<file path="config.mk">
export PLATFORM = sky130hd
export DESIGN_NAME = dram_mux_ctrl
export DESIGN_NICKNAME = d
export VERILOG_FILES = /design/src/rtl/dram_mux_pkg.sv /design/src/rtl/dram_refresh_timer.sv /design/src/rtl/dram_strobe_seq.sv /design/src/rtl/dram_mux_ctrl.sv
export SDC_FILE = /design/constraint.sdc
export NUM_CORES = 1
export LEC_CHECK = 0
export CORE_UTILIZATION = 54
export DETAILED_ROUTE_END_ITERATION = 8
export GPL_TIMING_DRIVEN = 0
export PLACE_DENSITY = 0.85
export SLEW_MARGIN = 10
export SYNTH_ARGS = -nofsm -noshare
export SYNTH_HDL_FRONTEND = slang
export SYNTH_SLANG_ARGS = --single-unit
</file>
<file path="constraint.sdc">
create_clock -name clk -period 3.65 [get_ports clk]
set_input_delay 1.095 -clock clk [delete_from_list [all_inputs] [get_ports clk]]
set_output_delay 1.095 -clock clk [all_outputs]
set_load 0.03 [all_outputs]
</file>
<file path="src/rtl/dram_mux_pkg.sv">
package dram_mux_pkg;
  typedef enum logic [2:0] {
    ST_IDLE,
    ST_ROW,
    ST_COL,
    ST_PRE,
    ST_REF
  } seq_state_t;
endpackage

</file>
<file path="src/rtl/dram_refresh_timer.sv">
module dram_refresh_timer #(
  parameter int ROW_W        = 11,
  parameter int REF_INTERVAL = 780
) (
  input  logic             clk,
  input  logic             rst_n,
  input  logic             ref_start,
  input  logic             ref_done,
  output logic             ref_pending,
  output logic [ROW_W-1:0] ref_row
);
  localparam int TW   = (REF_INTERVAL > 1) ? $clog2(REF_INTERVAL) : 1;
  localparam int ROWS = 1 << ROW_W;

  // Next row to refresh, wrapping at the top of the array.
  function automatic logic [ROW_W-1:0] next_row(input logic [ROW_W-1:0] r);
    return (int'(r) == ROWS - 1) ? '0 : r + 1'b1;
  endfunction

  logic [TW-1:0] tick_cnt;
  logic          tick;

  assign tick = (int'(tick_cnt) == REF_INTERVAL - 1);

  always_ff @(posedge clk) begin
    if (!rst_n) begin
      tick_cnt    <= '0;
      ref_pending <= 1'b0;
      ref_row     <= '0;
    end else begin
      tick_cnt <= tick ? '0 : tick_cnt + 1'b1;
      // A new tick wins over the clear caused by a refresh starting.
      if (tick)           ref_pending <= 1'b1;
      else if (ref_start) ref_pending <= 1'b0;
      if (ref_done) ref_row <= next_row(ref_row);
    end
  end
endmodule

</file>
<file path="src/rtl/dram_strobe_seq.sv">
module dram_strobe_seq
  import dram_mux_pkg::*;
#(
  parameter int ROW_W  = 11,
  parameter int COL_W  = 11,
  parameter int DATA_W = 4,
  parameter int T_RCD  = 2,
  parameter int T_CAS  = 2,
  parameter int T_PRE  = 2,
  parameter int T_RAS  = 3
) (
  input  logic                   clk,
  input  logic                   rst_n,
  input  logic                   req_valid,
  input  logic                   req_write,
  input  logic [ROW_W+COL_W-1:0] req_addr,
  input  logic [DATA_W-1:0]      req_wdata,
  output logic                   req_ready,
  input  logic                   ref_pending,
  input  logic [ROW_W-1:0]       ref_row,
  output logic                   ref_start,
  output logic                   ref_done,
  output logic                   rsp_valid,
  output logic [DATA_W-1:0]      rsp_rdata,
  output logic [ROW_W-1:0]       dram_addr,
  output logic                   dram_ras_n,
  output logic                   dram_cas_n,
  output logic                   dram_we_n,
  output logic [DATA_W-1:0]      dram_dq_out,
  output logic                   dram_dq_oe,
  input  logic [DATA_W-1:0]      dram_dq_in
);
  localparam int M1   = (T_RCD > T_CAS) ? T_RCD : T_CAS;
  localparam int M2   = (T_PRE > T_RAS) ? T_PRE : T_RAS;
  localparam int TMAX = (M1 > M2) ? M1 : M2;
  localparam int PW   = $clog2(TMAX + 1);
  localparam int BUSW = (ROW_W > COL_W) ? ROW_W : COL_W;

  // Length of a phase minus one, loaded into the phase counter on entry.
  function automatic logic [PW-1:0] phase_last(input seq_state_t s);
    case (s)
      ST_ROW:  return PW'(T_RCD - 1);
      ST_COL:  return PW'(T_CAS - 1);
      ST_PRE:  return PW'(T_PRE - 1);
      ST_REF:  return PW'(T_RAS - 1);
      default: return '0;
    endcase
  endfunction

  seq_state_t          state;
  logic [PW-1:0]       cnt;
  logic [ROW_W-1:0]    op_row;
  logic [COL_W-1:0]    op_col;
  logic                op_wr;
  logic [DATA_W-1:0]   op_wdata;
  logic                phase_end;
  logic [BUSW-1:0]     bus_mux;

  assign phase_end = (cnt == '0);
  assign ref_start = (state == ST_IDLE) && ref_pending;
  assign ref_done  = (state == ST_REF) && phase_end;
  assign req_ready = (state == ST_IDLE) && !ref_pending;

  always_ff @(posedge clk) begin
    if (!rst_n) begin
      state     <= ST_IDLE;
      cnt       <= '0;
      op_row    <= '0;
      op_col    <= '0;
      op_wr     <= 1'b0;
      op_wdata  <= '0;
      rsp_valid <= 1'b0;
      rsp_rdata <= '0;
    end else begin
      rsp_valid <= 1'b0;
      case (state)
        ST_IDLE: begin
          if (ref_pending) begin
            state <= ST_REF;
            cnt   <= phase_last(ST_REF);
          end else if (req_valid) begin
            op_row   <= req_addr[ROW_W+COL_W-1:COL_W];
            op_col   <= req_addr[COL_W-1:0];
            op_wr    <= req_write;
            op_wdata <= req_wdata;
            state    <= ST_ROW;
            cnt      <= phase_last(ST_ROW);
          end
        end
        ST_ROW: begin
          if (phase_end) begin
            state <= ST_COL;
            cnt   <= phase_last(ST_COL);
          end else cnt <= cnt - 1'b1;
        end
        ST_COL: begin
          if (phase_end) begin
            if (!op_wr) begin
              rsp_valid <= 1'b1;
              rsp_rdata <= dram_dq_in;
            end
            state <= ST_PRE;
            cnt   <= phase_last(ST_PRE);
          end else cnt <= cnt - 1'b1;
        end
        ST_REF: begin
          if (phase_end) begin
            state <= ST_PRE;
            cnt   <= phase_last(ST_PRE);
          end else cnt <= cnt - 1'b1;
        end
        ST_PRE: begin
          if (phase_end) state <= ST_IDLE;
          else cnt <= cnt - 1'b1;
        end
        default: state <= ST_IDLE;
      endcase
    end
  end

  always_comb begin
    bus_mux = '0;
    case (state)
      ST_ROW:  bus_mux = BUSW'(op_row);
      ST_COL:  bus_mux = BUSW'(op_col);
      ST_REF:  bus_mux = BUSW'(ref_row);
      default: bus_mux = '0;
    endcase
  end

  assign dram_addr   = bus_mux[ROW_W-1:0];
  assign dram_ras_n  = !((state == ST_ROW) || (state == ST_COL) || (state == ST_REF));
  assign dram_cas_n  = !(state == ST_COL);
  assign dram_dq_oe  = (state == ST_COL) && op_wr;
  assign dram_we_n   = !dram_dq_oe;
  assign dram_dq_out = op_wdata;
endmodule

</file>
<file path="src/rtl/dram_mux_ctrl.sv">
module dram_mux_ctrl #(
  parameter int ROW_W        = 11,
  parameter int COL_W        = 11,
  parameter int DATA_W       = 4,
  parameter int REF_INTERVAL = 780,
  parameter int T_RCD        = 2,
  parameter int T_CAS        = 2,
  parameter int T_PRE        = 2,
  parameter int T_RAS        = 3
) (
  input  logic                   clk,
  input  logic                   rst_n,
  input  logic                   req_valid,
  output logic                   req_ready,
  input  logic                   req_write,
  input  logic [ROW_W+COL_W-1:0] req_addr,
  input  logic [DATA_W-1:0]      req_wdata,
  output logic                   rsp_valid,
  output logic [DATA_W-1:0]      rsp_rdata,
  output logic [ROW_W-1:0]       dram_addr,
  output logic                   dram_ras_n,
  output logic                   dram_cas_n,
  output logic                   dram_we_n,
  output logic [DATA_W-1:0]      dram_dq_out,
  output logic                   dram_dq_oe,
  input  logic [DATA_W-1:0]      dram_dq_in
);
  // Internal events, named for the checker.
  logic             ref_start;
  logic             ref_done;
  logic             ref_pending;
  logic [ROW_W-1:0] ref_row;

  dram_refresh_timer #(
    .ROW_W(ROW_W),
    .REF_INTERVAL(REF_INTERVAL)
  ) u_timer (
    .clk(clk),
    .rst_n(rst_n),
    .ref_start(ref_start),
    .ref_done(ref_done),
    .ref_pending(ref_pending),
    .ref_row(ref_row)
  );

  dram_strobe_seq #(
    .ROW_W(ROW_W), .COL_W(COL_W), .DATA_W(DATA_W),
    .T_RCD(T_RCD), .T_CAS(T_CAS), .T_PRE(T_PRE), .T_RAS(T_RAS)
  ) u_seq (
    .clk(clk),
    .rst_n(rst_n),
    .req_valid(req_valid),
    .req_write(req_write),
    .req_addr(req_addr),
    .req_wdata(req_wdata),
    .req_ready(req_ready),
    .ref_pending(ref_pending),
    .ref_row(ref_row),
    .ref_start(ref_start),
    .ref_done(ref_done),
    .rsp_valid(rsp_valid),
    .rsp_rdata(rsp_rdata),
    .dram_addr(dram_addr),
    .dram_ras_n(dram_ras_n),
    .dram_cas_n(dram_cas_n),
    .dram_we_n(dram_we_n),
    .dram_dq_out(dram_dq_out),
    .dram_dq_oe(dram_dq_oe),
    .dram_dq_in(dram_dq_in)
  );
endmodule

</file>
==> run_results.csv, run 1 <==
group,metric,value,unit
yosys,yosys.cell_types.count,46,
die,initial_core_util,56.9,%
place,port_buffers,58,
critical_path,cpMaxStageDelayCell,"clkdlybuf4s50_1",
clocking,cts-root-buf,"clkbuf_8",
yosys,synth_top_cell_by_area,"dfxtp_1",
grt,busiest_layer,"met2",
critical_path,path_buf_inv,3,
critical_path,crit_chain,"buf_6, nor2b_1, nor2b_1, clkbuf_2, nand2_1, o21ai_0, clkdlybuf4s50_1",
critical_path,critPathKind,"flop to primary output",
drt,drtPass1Iterations,4,
yosys,synth_area_leaders,"dfxtp_1 43%, nand2_1 11%, a21oi_1 5.8%",
final_layout,nNetsFinal,445,
final_layout,final_core_util,74.8,%
sta,slew_headroom,61.5,%
yosys,synthArstFlopShare,0,%
yosys,synth-main-ff-cell,"dfxtp_1",
place,hpwl,4.66,mm
sta,tightest_slew,574,ps
grt,grt_pass1_vias,2510,
sta,whs,453,ps
critical_path,cp-start-kind,"flop",
power,total_power,1.96,mW
die,fp.coreArea,4820,um2
final_layout,layout_commonest_cell,"nand2_1",
final_layout,most-common-layout-cells,"79 x nand2_1, 59 x dfxtp_1, 48 x clkdlybuf4s50_1, 32 x a21oi_1, 29 x nor2_1",
sta,rsz0062_at_grt,"no",
critical_path,rr_endpoint,"u_seq.cnt[0]",
drt,ant_nets,0,
clocking,cts.clk_slew.worst_paths,60,ps
die,fp-row-count,25,
power,power_density,543,nW/um2
die,ioPinCount,59,
drt,drcViolationCount,0,
clocking,clockBufferDepth,2,
sta,finalSetupTns,0,ps
critical_path,r2r_setup_slack,1750,ps
critical_path,critical-path-top-delay-family,"buffers and inverters",
clocking,ctsHoldBuffers,0,
critical_path,cpMostUsedCell,"nor2b_1",
sta,fin_crit,3420,ps
drt,drt_iter0_drc,139,
grt,antenna_found_initial,0,
yosys,ys_ff_latch,59,
sta,hold_violations,0,
grt,grt_usage,27.9,%
critical_path,crit_fanout,10,
grt,grt_pass1_wl,11.2,mm
clocking,cts_buffers,9,
final_layout,syn2layout_area_growth,31.4,%
worst_hold_path,min_from,"u_seq.op_row[2]",
clocking,cts_tree,"done",
yosys,seq_area_frac_synth,43.1,%
worst_hold_path,min_to,"u_seq.op_row[2]",
final_layout,num-fill-cells,408,
drt,vias,2550,
critical_path,rr_worst_depth,7,
worst_hold_path,min_path_cells,2,
sta,timing.final.crit_share,93.7,%
power,p_leak,1.46,nW
yosys,syn_inst,338,
drt,routedWlPerCell,13.8,um
sta,finalClockSkew,5.21,ps
grt,grt_max_degree,11,
yosys,syn_area,2740,um2
worst_hold_path,hold_path_class,"flop to flop",
yosys,synth_warnings,0,
critical_path,worstPathRequired,2550,ps
final_layout,layout-drive-gt1-share,7.79,%
sta,finalSetupViolCount,0,
drt,finalWirelength,6.61,mm
sta,slew_viol_final,0,
die,die_w,73.3,um
die,dieArea,5370,um2
yosys,postSynthAreaPerCell,8.11,um2
clocking,cts_setup_buffers,0,
critical_path,end_kind,"primary output",
clocking,cts.sinks,59,
yosys,syn-num-nets,376,
clocking,ctsHtreeMaxLevel,3,
die,die_h,73.3,um
run_status,outcome,"finished, final reports clean",
place,place.gp.congestion,0.901,
grt,grt-ovfl-total,0,
final_layout,finalNonFillerCells,478,
critical_path,arrival,2330,ps
critical_path,worst_r2r_startpoint,"u_seq.cnt[0]",
place,dp_cells,463,
power,irDropWorstVdd,0.342,mV
drt,post_drt_via_cell_ratio,5.33,
final_layout,antenna_cells,0,
run,drv_cap,0,
yosys,synth_top_area_share,43.1,%
clocking,clk_latency,340,ps
sta,fmaxAchievable,292,MHz
yosys,synth_edf_count,0,
grt,use_met3,3.70,%
critical_path,crit_path_max_incr_delay,710,ps
grt,gr-usage-met1,36.4,%
grt,met2_usage,45.0,%
## power by group
| group | internal [mW] | switching, mW |
|---|---|---|
| Sequential | 0.713 | 0.0385 |
| Clock | 0.296 | 0.249 |
| Combinational | 0.276 | 0.384 |
| Total | 1.28 | 0.672 |
## logic make-up after synthesis
logic type / after synthesis / share of synthesized area, %
flip-flops: 59 / 43.1
multiplexers: 6 / 2.19
AO/OA/AOI/OAI: 70 / 15.1
XOR/XNOR: 17 / 5.43
adder cells (fa/ha/maj): 4 / 1.82
AND/OR/NAND/NOR: 154 / 27.0
buffers and inverters: 28 / 5.43
## metal layers
metal	share of wire (%)	wire length, um
met5	0	0
met1	45	2970
met3	3.6	235
met2	49	3220
met4	2.7	180
## synthesized netlist by cell type, drive strengths merged (2+ instances only)
library cell	n
nand3	7
dfxtp	59
o21ai	16
nor4	4
nand2	79
nor2	29
and2	2
xnor2	9
nor3	5
nand2b	3
buf	11
a21oi	32
mux2i	6
nor2b	4
nor3b	3
nand4	5
and3	4
clkbuf	10
xor2	8
nand3b	2
ha	4
a22oi	11
inv	7
## final cells by class
type / count / area, um2 / share of cell area, %
plain buffers: 21 / 124 / 3.44
clock buffers: 13 / 169 / 4.69
clock inverters: 2 / 10.0 / 0.278
inverters: 7 / 26.3 / 0.729
multi-input cells: 251 / 1420 / 39.3
flip-flops and latches: 59 / 1180 / 32.8
well taps: 67 / 83.8 / 2.33
repair buffers: 58 / 594 / 16.5
## registers in the layout (all words and copies together), names as in the netlist
signal and cells:
u_seq.rsp_valid 1, u_seq.op_col 11, u_seq.state 3, u_timer.ref_row 11
u_seq.rsp_rdata 4, u_seq.op_row 11, u_seq.cnt 2, u_timer.tick_cnt 10
u_seq.dram_dq_out 4, u_timer.ref_pending 1, u_seq.op_wr 1
## worst min-delay path, stage by stage (launching register included)
cell,delay (ps)
dfxtp_1,310
nand2_1,50
a21oi_1,50
## through the flow
step / area [um2] / setup slack [ps]
3_5_place_dp: 3410 / 311
6_report: 3600 / 229
5_1_grt: 3600 / 81.1
3_3_place_gp: 3410 / 355
2_1_floorplan: 2740 / 757
4_1_cts: 3580 / 0.355
## timing repair
action	CTS	global route
hold endpoints to repair	0	0
gates cloned	0	0
endpoints found under the setup margin	7	9
resized for setup	4	9
## worst max path at each step
| stage | depth (start not counted) | slack (ps) | startpoint | endpoint |
|---|---|---|---|---|
| final | 7 | 230 | u_seq.state[0] | dram_addr[0] |
| after global placement | 6 | 350 | u_seq.state[1] | dram_addr[2] |
| after CTS | 6 | 0.4 | u_seq.state[1] | dram_ras_n |
| after floorplan | 6 | 760 | u_seq.state[2] | dram_addr[5] |
| after global routing | 7 | 80 | u_seq.state[0] | dram_addr[0] |
| after detailed placement | 6 | 310 | u_seq.state[1] | dram_addr[2] |
(Power assumes the default switching activity.)
==> run 2, diff against run 1 <==
--- a/config.mk
+++ b/config.mk
@@ -5,10 +5,10 @@
 export SDC_FILE = /design/constraint.sdc
 export NUM_CORES = 1
 export LEC_CHECK = 0
-export CORE_UTILIZATION = 54
+export CORE_UTILIZATION = 46
 export DETAILED_ROUTE_END_ITERATION = 8
 export GPL_TIMING_DRIVEN = 0
-export PLACE_DENSITY = 0.85
+export PLACE_DENSITY = 0.77
 export SLEW_MARGIN = 10
 export SYNTH_ARGS = -nofsm -noshare
 export SYNTH_HDL_FRONTEND = slang
==> constraint.sdc (replaced) <==
create_clock -name clk -period 2.8 [get_ports clk]
set_input_delay 0.84 -clock clk [delete_from_list [all_inputs] [get_ports clk]]
set_output_delay 0.84 -clock clk [all_outputs]
set_load 0.03 [all_outputs]
==> run 2 against run 1 <==
Against the previous run: total power grew 34%; final area up 0.24%; worst setup slack worse by 150 ps; clock skew rose by 3.2 ps; sequential cell count unchanged; largest power group unchanged.
==> run_results.csv, run 2 (same netlist as run 1, synthesis figures left out) <==
group,metric,value,unit
run_status,outcome,"finished, final reports clean",
drt,routedWlPerCell,13.8,um
grt,grt_max_degree,11,
sta,slew_headroom,63.2,%
drt,post_drt_via_cell_ratio,5.25,
grt,gr-usage-met1,29.8,%
final_layout,most-common-layout-cells,"79 x nand2_1, 59 x dfxtp_1, 45 x clkdlybuf4s50_1, 32 x a21oi_1, 29 x nor2_1",
grt,antenna_found_initial,0,
grt,grt_pass1_vias,2368,
die,ioPinCount,59,
power,p_int,1.73,mW
final_layout,fin_area,3610,um2
final_layout,regArea,1180,um2
clocking,clk_latency,350,ps
power,swShare,34.3,%
grt,busiest_layer,"met2",
critical_path,crit_fanout,10,
sta,hold_violations,0,
critical_path,critPathKind,"flop to primary output",
sta,timing.final.crit_share,97.1,%
critical_path,cpMaxStageDelayCell,"dfxtp_1",
place,port_buffers,58,
power,pwr-share-clk,29.7,%
clocking,cts.clk_slew.worst_paths,70,ps
sta,finalSetupTns,0,ps
final_layout,syn2layout_area_growth,31.7,%
power,p_switching,0.902,mW
critical_path,rr_worst_depth,8,
run,drv_cap,0,
die,die_h,79.2,um
grt,grt_pass1_wl,11.0,mm
final_layout,antenna_cells,0,
drt,drt_iter0_drc,174,
clocking,ctsHtreeMaxLevel,3,
die,fp.coreArea,5640,um2
power,pwr-share-seq,37.3,%
die,die_w,79.2,um
sta,finalClockSkew,8.37,ps
grt,grt_usage,23.0,%
final_layout,multi_input_area,1440,um2
sta,whs,457,ps
critical_path,arrival,1880,ps
grt,use_met3,5.63,%
drt,drcViolationCount,0,
sta,tightest_slew,552,ps
sta,finalSetupViolCount,0,
critical_path,end_kind,"primary output",
critical_path,crit_chain,"buf_6, nor2b_1, nor2b_1, buf_2, nand2_1, o21ai_0, buf_2",
place,placed_cell_area,3410,um2
final_layout,reg_top3,"u_seq.op_col x11, u_seq.op_row x11, u_timer.ref_row x11",
drt,finalWirelength,6.67,mm
critical_path,worst_r2r_startpoint,"u_seq.cnt[0]",
power,irDropWorstVdd,0.418,mV
final_layout,layout-drive-gt1-share,11.7,%
grt,met2_usage,36.4,%
power,power_density,728,nW/um2
die,initial_core_util,48.6,%
clocking,cts-root-buf,"clkbuf_8",
place,hpwl,4.72,mm
sta,slew_viol_final,0,
drt,vias,2541,
sta,fin_crit,2720,ps
critical_path,crit_path_max_incr_delay,380,ps
final_layout,nNetsFinal,445,
clocking,cts_buffers,9,
worst_hold_path,hold_path_class,"flop to flop",
place,place.gp.congestion,0.886,
final_layout,layout_commonest_cell,"nand2_1",
final_layout,num-fill-cells,513,
clocking,clockBufferDepth,2,
power,p_leak,1.38,nW
worst_hold_path,min_from,"u_seq.op_col[5]",
drt,ant_nets,0,
final_layout,final_core_util,64.0,%
clocking,ctsHoldBuffers,0,
worst_hold_path,min_to,"u_seq.op_col[5]",
critical_path,r2r_setup_slack,940,ps
clocking,cts_tree,"done",
clocking,cts.sinks,59,
power,comb_power_share,33.0,%
sta,rsz0062_at_grt,"yes",
die,dieArea,6280,um2
worst_hold_path,min_path_cells,2,
grt,grt-ovfl-total,0,
die,fp-row-count,27,
drt,drtPass1Iterations,5,
critical_path,cp-start-kind,"flop",
sta,fmaxAchievable,368,MHz
critical_path,rr_endpoint,"u_timer.ref_row[0]",
critical_path,worstPathRequired,1960,ps
-- run 2: cell types whose count changed in the layout (fill, tap and decap cells not counted), sizes merged --
cell           delta
dlymetal6s2s      -6
dlygate4sd2       -3
buf              +11
clkinvlp          +2
bufinv            +1
clkinv            -1
clkdlybuf4s50     -3
-- run 2: critical path: cells and delay by family (launching register included) --
family	cells	cell delay, ps
buffers and inverters	3	620
and+or+nand+nor	3	400
DFF	1	380
AOI/OAI and AO/OA	1	130
-- run 2: cell type report --
cell class | instances | area share, %
inverter | 7 | 0.727
sequential | 59 | 32.7
buffer | 21 | 3.91
clock buffer | 12 | 4.02
tap | 72 | 2.49
multi-input combinational | 251 | 39.7
clock inverter | 4 | 1.39
timing repair buffer | 58 | 15.0
-- run 2: how the worst max path moves through the flow --
stage	startpoint	endpoint
after CTS	u_seq.state[0]	dram_addr[1]
after floorplan	u_seq.state[2]	dram_addr[5]
after detailed placement	u_seq.state[1]	dram_addr[10]
after global routing	u_seq.state[1]	dram_addr[10]
final	u_seq.state[0]	dram_addr[1]
after global placement	u_seq.state[1]	dram_addr[3]
-- run 2: per-stage QoR --
step | instances | total power, mW | setup slack, ps
after CTS | 484 | 2.62 | 9.28
final | 484 | 2.63 | 81.4
after detailed placement | 468 | 1.85 | -250
after global placement | 468 | 1.84 | -256
after global routing | 484 | 2.77 | -22.3
after floorplan | 338 | 1.58 | 162
-- run 2: timing repair --
| item | in CTS | in global routing |
|---|---|---|
| endpoints found under the setup margin | 13 | 13 |
| pin swaps | 0 | 0 |
| resized for setup | 77 | 25 |
| setup buffers | 0 | 0 |
-- run 2: per-layer routing --
layer / share of wire (%) / wire, um / vias up
met5: 0 / 0 / -
met1: 47 / 3150 / 1172
met4: 2.1 / 137 / 0
li1: - / - / 1287
met2: 46 / 3040 / 70
met3: 5.1 / 339 / 12
-- run 2: power groups by stage --
stage / combinational [mW] / sequential, mW / clock [mW]
after floorplan: 0.558 / 1.02 / 0
after global placement: 0.846 / 0.996 / 0
after detailed placement: 0.856 / 0.998 / 0
after CTS: 0.850 / 0.981 / 0.785
after global routing: 0.949 / 0.992 / 0.833
final: 0.868 / 0.981 / 0.780
==> run 3, diff against run 2 <==
--- a/config.mk
+++ b/config.mk
@@ -8,7 +8,7 @@
 export CORE_UTILIZATION = 46
 export DETAILED_ROUTE_END_ITERATION = 8
 export GPL_TIMING_DRIVEN = 0
-export PLACE_DENSITY = 0.77
+export PLACE_DENSITY_LB_ADDON = 0.1
 export SLEW_MARGIN = 10
 export SYNTH_ARGS = -nofsm -noshare
 export SYNTH_HDL_FRONTEND = slang
==> run 3 against run 2 <==
Against the previous run: combinational power increased by 3.1%; clock-buffer cell count decreased by 1; fmax increased by 1.3%; clock power increased by 6.9%; clock skew increased by 0.60 ps; worst setup slack improved by 34 ps; final area increased by 0.55%.
==> run_results.csv, run 3 (same netlist as run 1, synthesis figures left out) <==
group,metric,value,unit
critical_path,worstPathRequired,1960,ps
final_layout,nNetsFinal,447,
worst_hold_path,hold_path_class,"flop to flop",
drt,drtPass1Iterations,4,
final_layout,antenna_cells,0,
place,port_buffers,58,
critical_path,end_kind,"primary output",
critical_path,crit_chain,"buf_4, buf_4, nor2b_4, buf_6, a22oi_1, o21ai_0, buf_4",
final_layout,most-common-layout-cells,"79 x nand2_1, 59 x dfxtp_1, 45 x clkdlybuf4s50_1, 32 x a21oi_1, 29 x nor2_1",
critical_path,crit_fanout,10,
die,fp-row-count,27,
clocking,cts_tree,"done",
grt,grt_max_degree,11,
final_layout,layout-drive-gt1-share,11.8,%
sta,slew_headroom,64.5,%
power,irDropWorstVdd,0.523,mV
drt,post_drt_via_cell_ratio,5.30,
critical_path,path_buf_inv,4,
sta,hold_violations,0,
final_layout,reg_top3,"u_seq.op_col x11, u_seq.op_row x11, u_timer.ref_row x11",
critical_path,cpMostUsedCell,"buf_4",
clocking,clockBufferDepth,2,
sta,tightest_slew,530,ps
drt,finalWirelength,6.91,mm
grt,grt_usage,23.7,%
critical_path,crit_path_max_incr_delay,310,ps
die,fp.coreArea,5640,um2
drt,vias,2574,
grt,grt_pass1_wl,11.4,mm
sta,fin_crit,2680,ps
die,dieArea,6280,um2
sta,slew_viol_final,0,
clocking,cts.clk_slew.worst_paths,70,ps
grt,grt-ovfl-total,0,
sta,finalSetupTns,0,ps
final_layout,syn2layout_area_growth,32.4,%
die,die_w,79.2,um
drt,drcViolationCount,0,
clocking,ctsHoldBuffers,0,
sta,timing.final.crit_share,95.9,%
die,die_h,79.2,um
sta,finalClockSkew,8.97,ps
power,power_density,746,nW/um2
critical_path,critical-path-top-delay-family,"buffers and inverters",
clocking,cts_buffers,9,
die,initial_core_util,48.6,%
clocking,cts.sinks,59,
power,p_leak,1.38,nW
final_layout,layout_commonest_cell,"nand2_1",
sta,whs,457,ps
drt,drt_iter0_drc,152,
sta,fmaxAchievable,373,MHz
sta,final.setup.worst_slack,116,ps
drt,ant_nets,0,
place,pre_cts_ws,-252,ps
die,ioPinCount,59,
clocking,clk_latency,330,ps
place,hpwl,4.87,mm
grt,grt_pass1_vias,2398,
grt,antenna_found_initial,0,
run_status,outcome,"finished, final reports clean",
critical_path,cp-start-kind,"flop",
sta,finalSetupViolCount,0,
place,place.gp.congestion,0.829,
critical_path,arrival,1840,ps
run,drv_cap,0,
clocking,cts-root-buf,"clkbuf_8",
drt,routedWlPerCell,14.2,um
critical_path,cpMaxStageDelayCell,"dfxtp_1",
critical_path,critPathKind,"flop to primary output",
clocking,ctsHtreeMaxLevel,3,
-- run 3: changes by cell type in the layout (fill, tap and decap cells not counted), sizes merged --
cell and delta:
buf +3, clkbuf -2, bufinv +1, clkinv +1, clkinvlp -1, dlygate4sd2 +1
dlymetal6s2s -1
-- run 3: power breakdown --
group          switching (mW)  internal [mW]  total, mW  leakage [nW]
Sequential             0.0524          0.929      0.982         0.481
Clock                   0.335          0.499      0.834         0.103
Combinational           0.521          0.374      0.895         0.800
Total                   0.909           1.80       2.71          1.38
-- run 3: path summary, 6_finish.rpt --
path                                            to  slack (ps)       startpoint  depth (start not counted)
worst max-delay path                  dram_addr[2]         120   u_seq.state[2]                          7
worst min-delay path               u_seq.op_row[9]         460  u_seq.op_row[9]                          2
worst max register to register  u_timer.ref_row[7]         810     u_seq.cnt[0]                          8
worst min register to register     u_seq.op_row[9]         460  u_seq.op_row[9]                          2
-- run 3: timing repair --
action | CTS | global route
endpoints found under the setup margin | 14 | 12
gates resized for setup | 81 | 18
setup buffers | 0 | 2
-- run 3: metrics by stage --
step | instances | power (mW) | utilization (%) | cell area [um2]
finish | 486 | 2.71 | 64.4 | 3630
global route | 486 | 2.87 | 64.4 | 3630
CTS | 484 | 2.70 | 63.7 | 3590
detailed placement | 468 | 1.88 | 60.5 | 3410
global placement | 468 | 1.86 | 60.5 | 3410
floorplan | 338 | 1.58 | - | 2740
-- run 3: tightest hold or removal path, cell delays in order (launching register included) --
cell and delay (ps):
dfxtp_1 310, nand2_1 50, a21oi_1 50
-- run 3: layout make-up --
cell class / instances / area [um2]
fill: 504 / 2010
multi-input combinational: 251 / 1430
sequential: 59 / 1180
timing repair buffer: 60 / 552
buffer: 21 / 141
clock buffer: 11 / 131
tap: 72 / 90.1
clock inverter: 5 / 77.6
inverter: 7 / 26.3
-- run 3: routing by layer --
layer	share of wire, %	global-route usage (%)	vias up
met3	5.7	8.51	8
met5	0	0	-
li1	-	-	1300
met1	47	31.1	1184
met2	46	35.8	82
met4	1.2	8.00	0
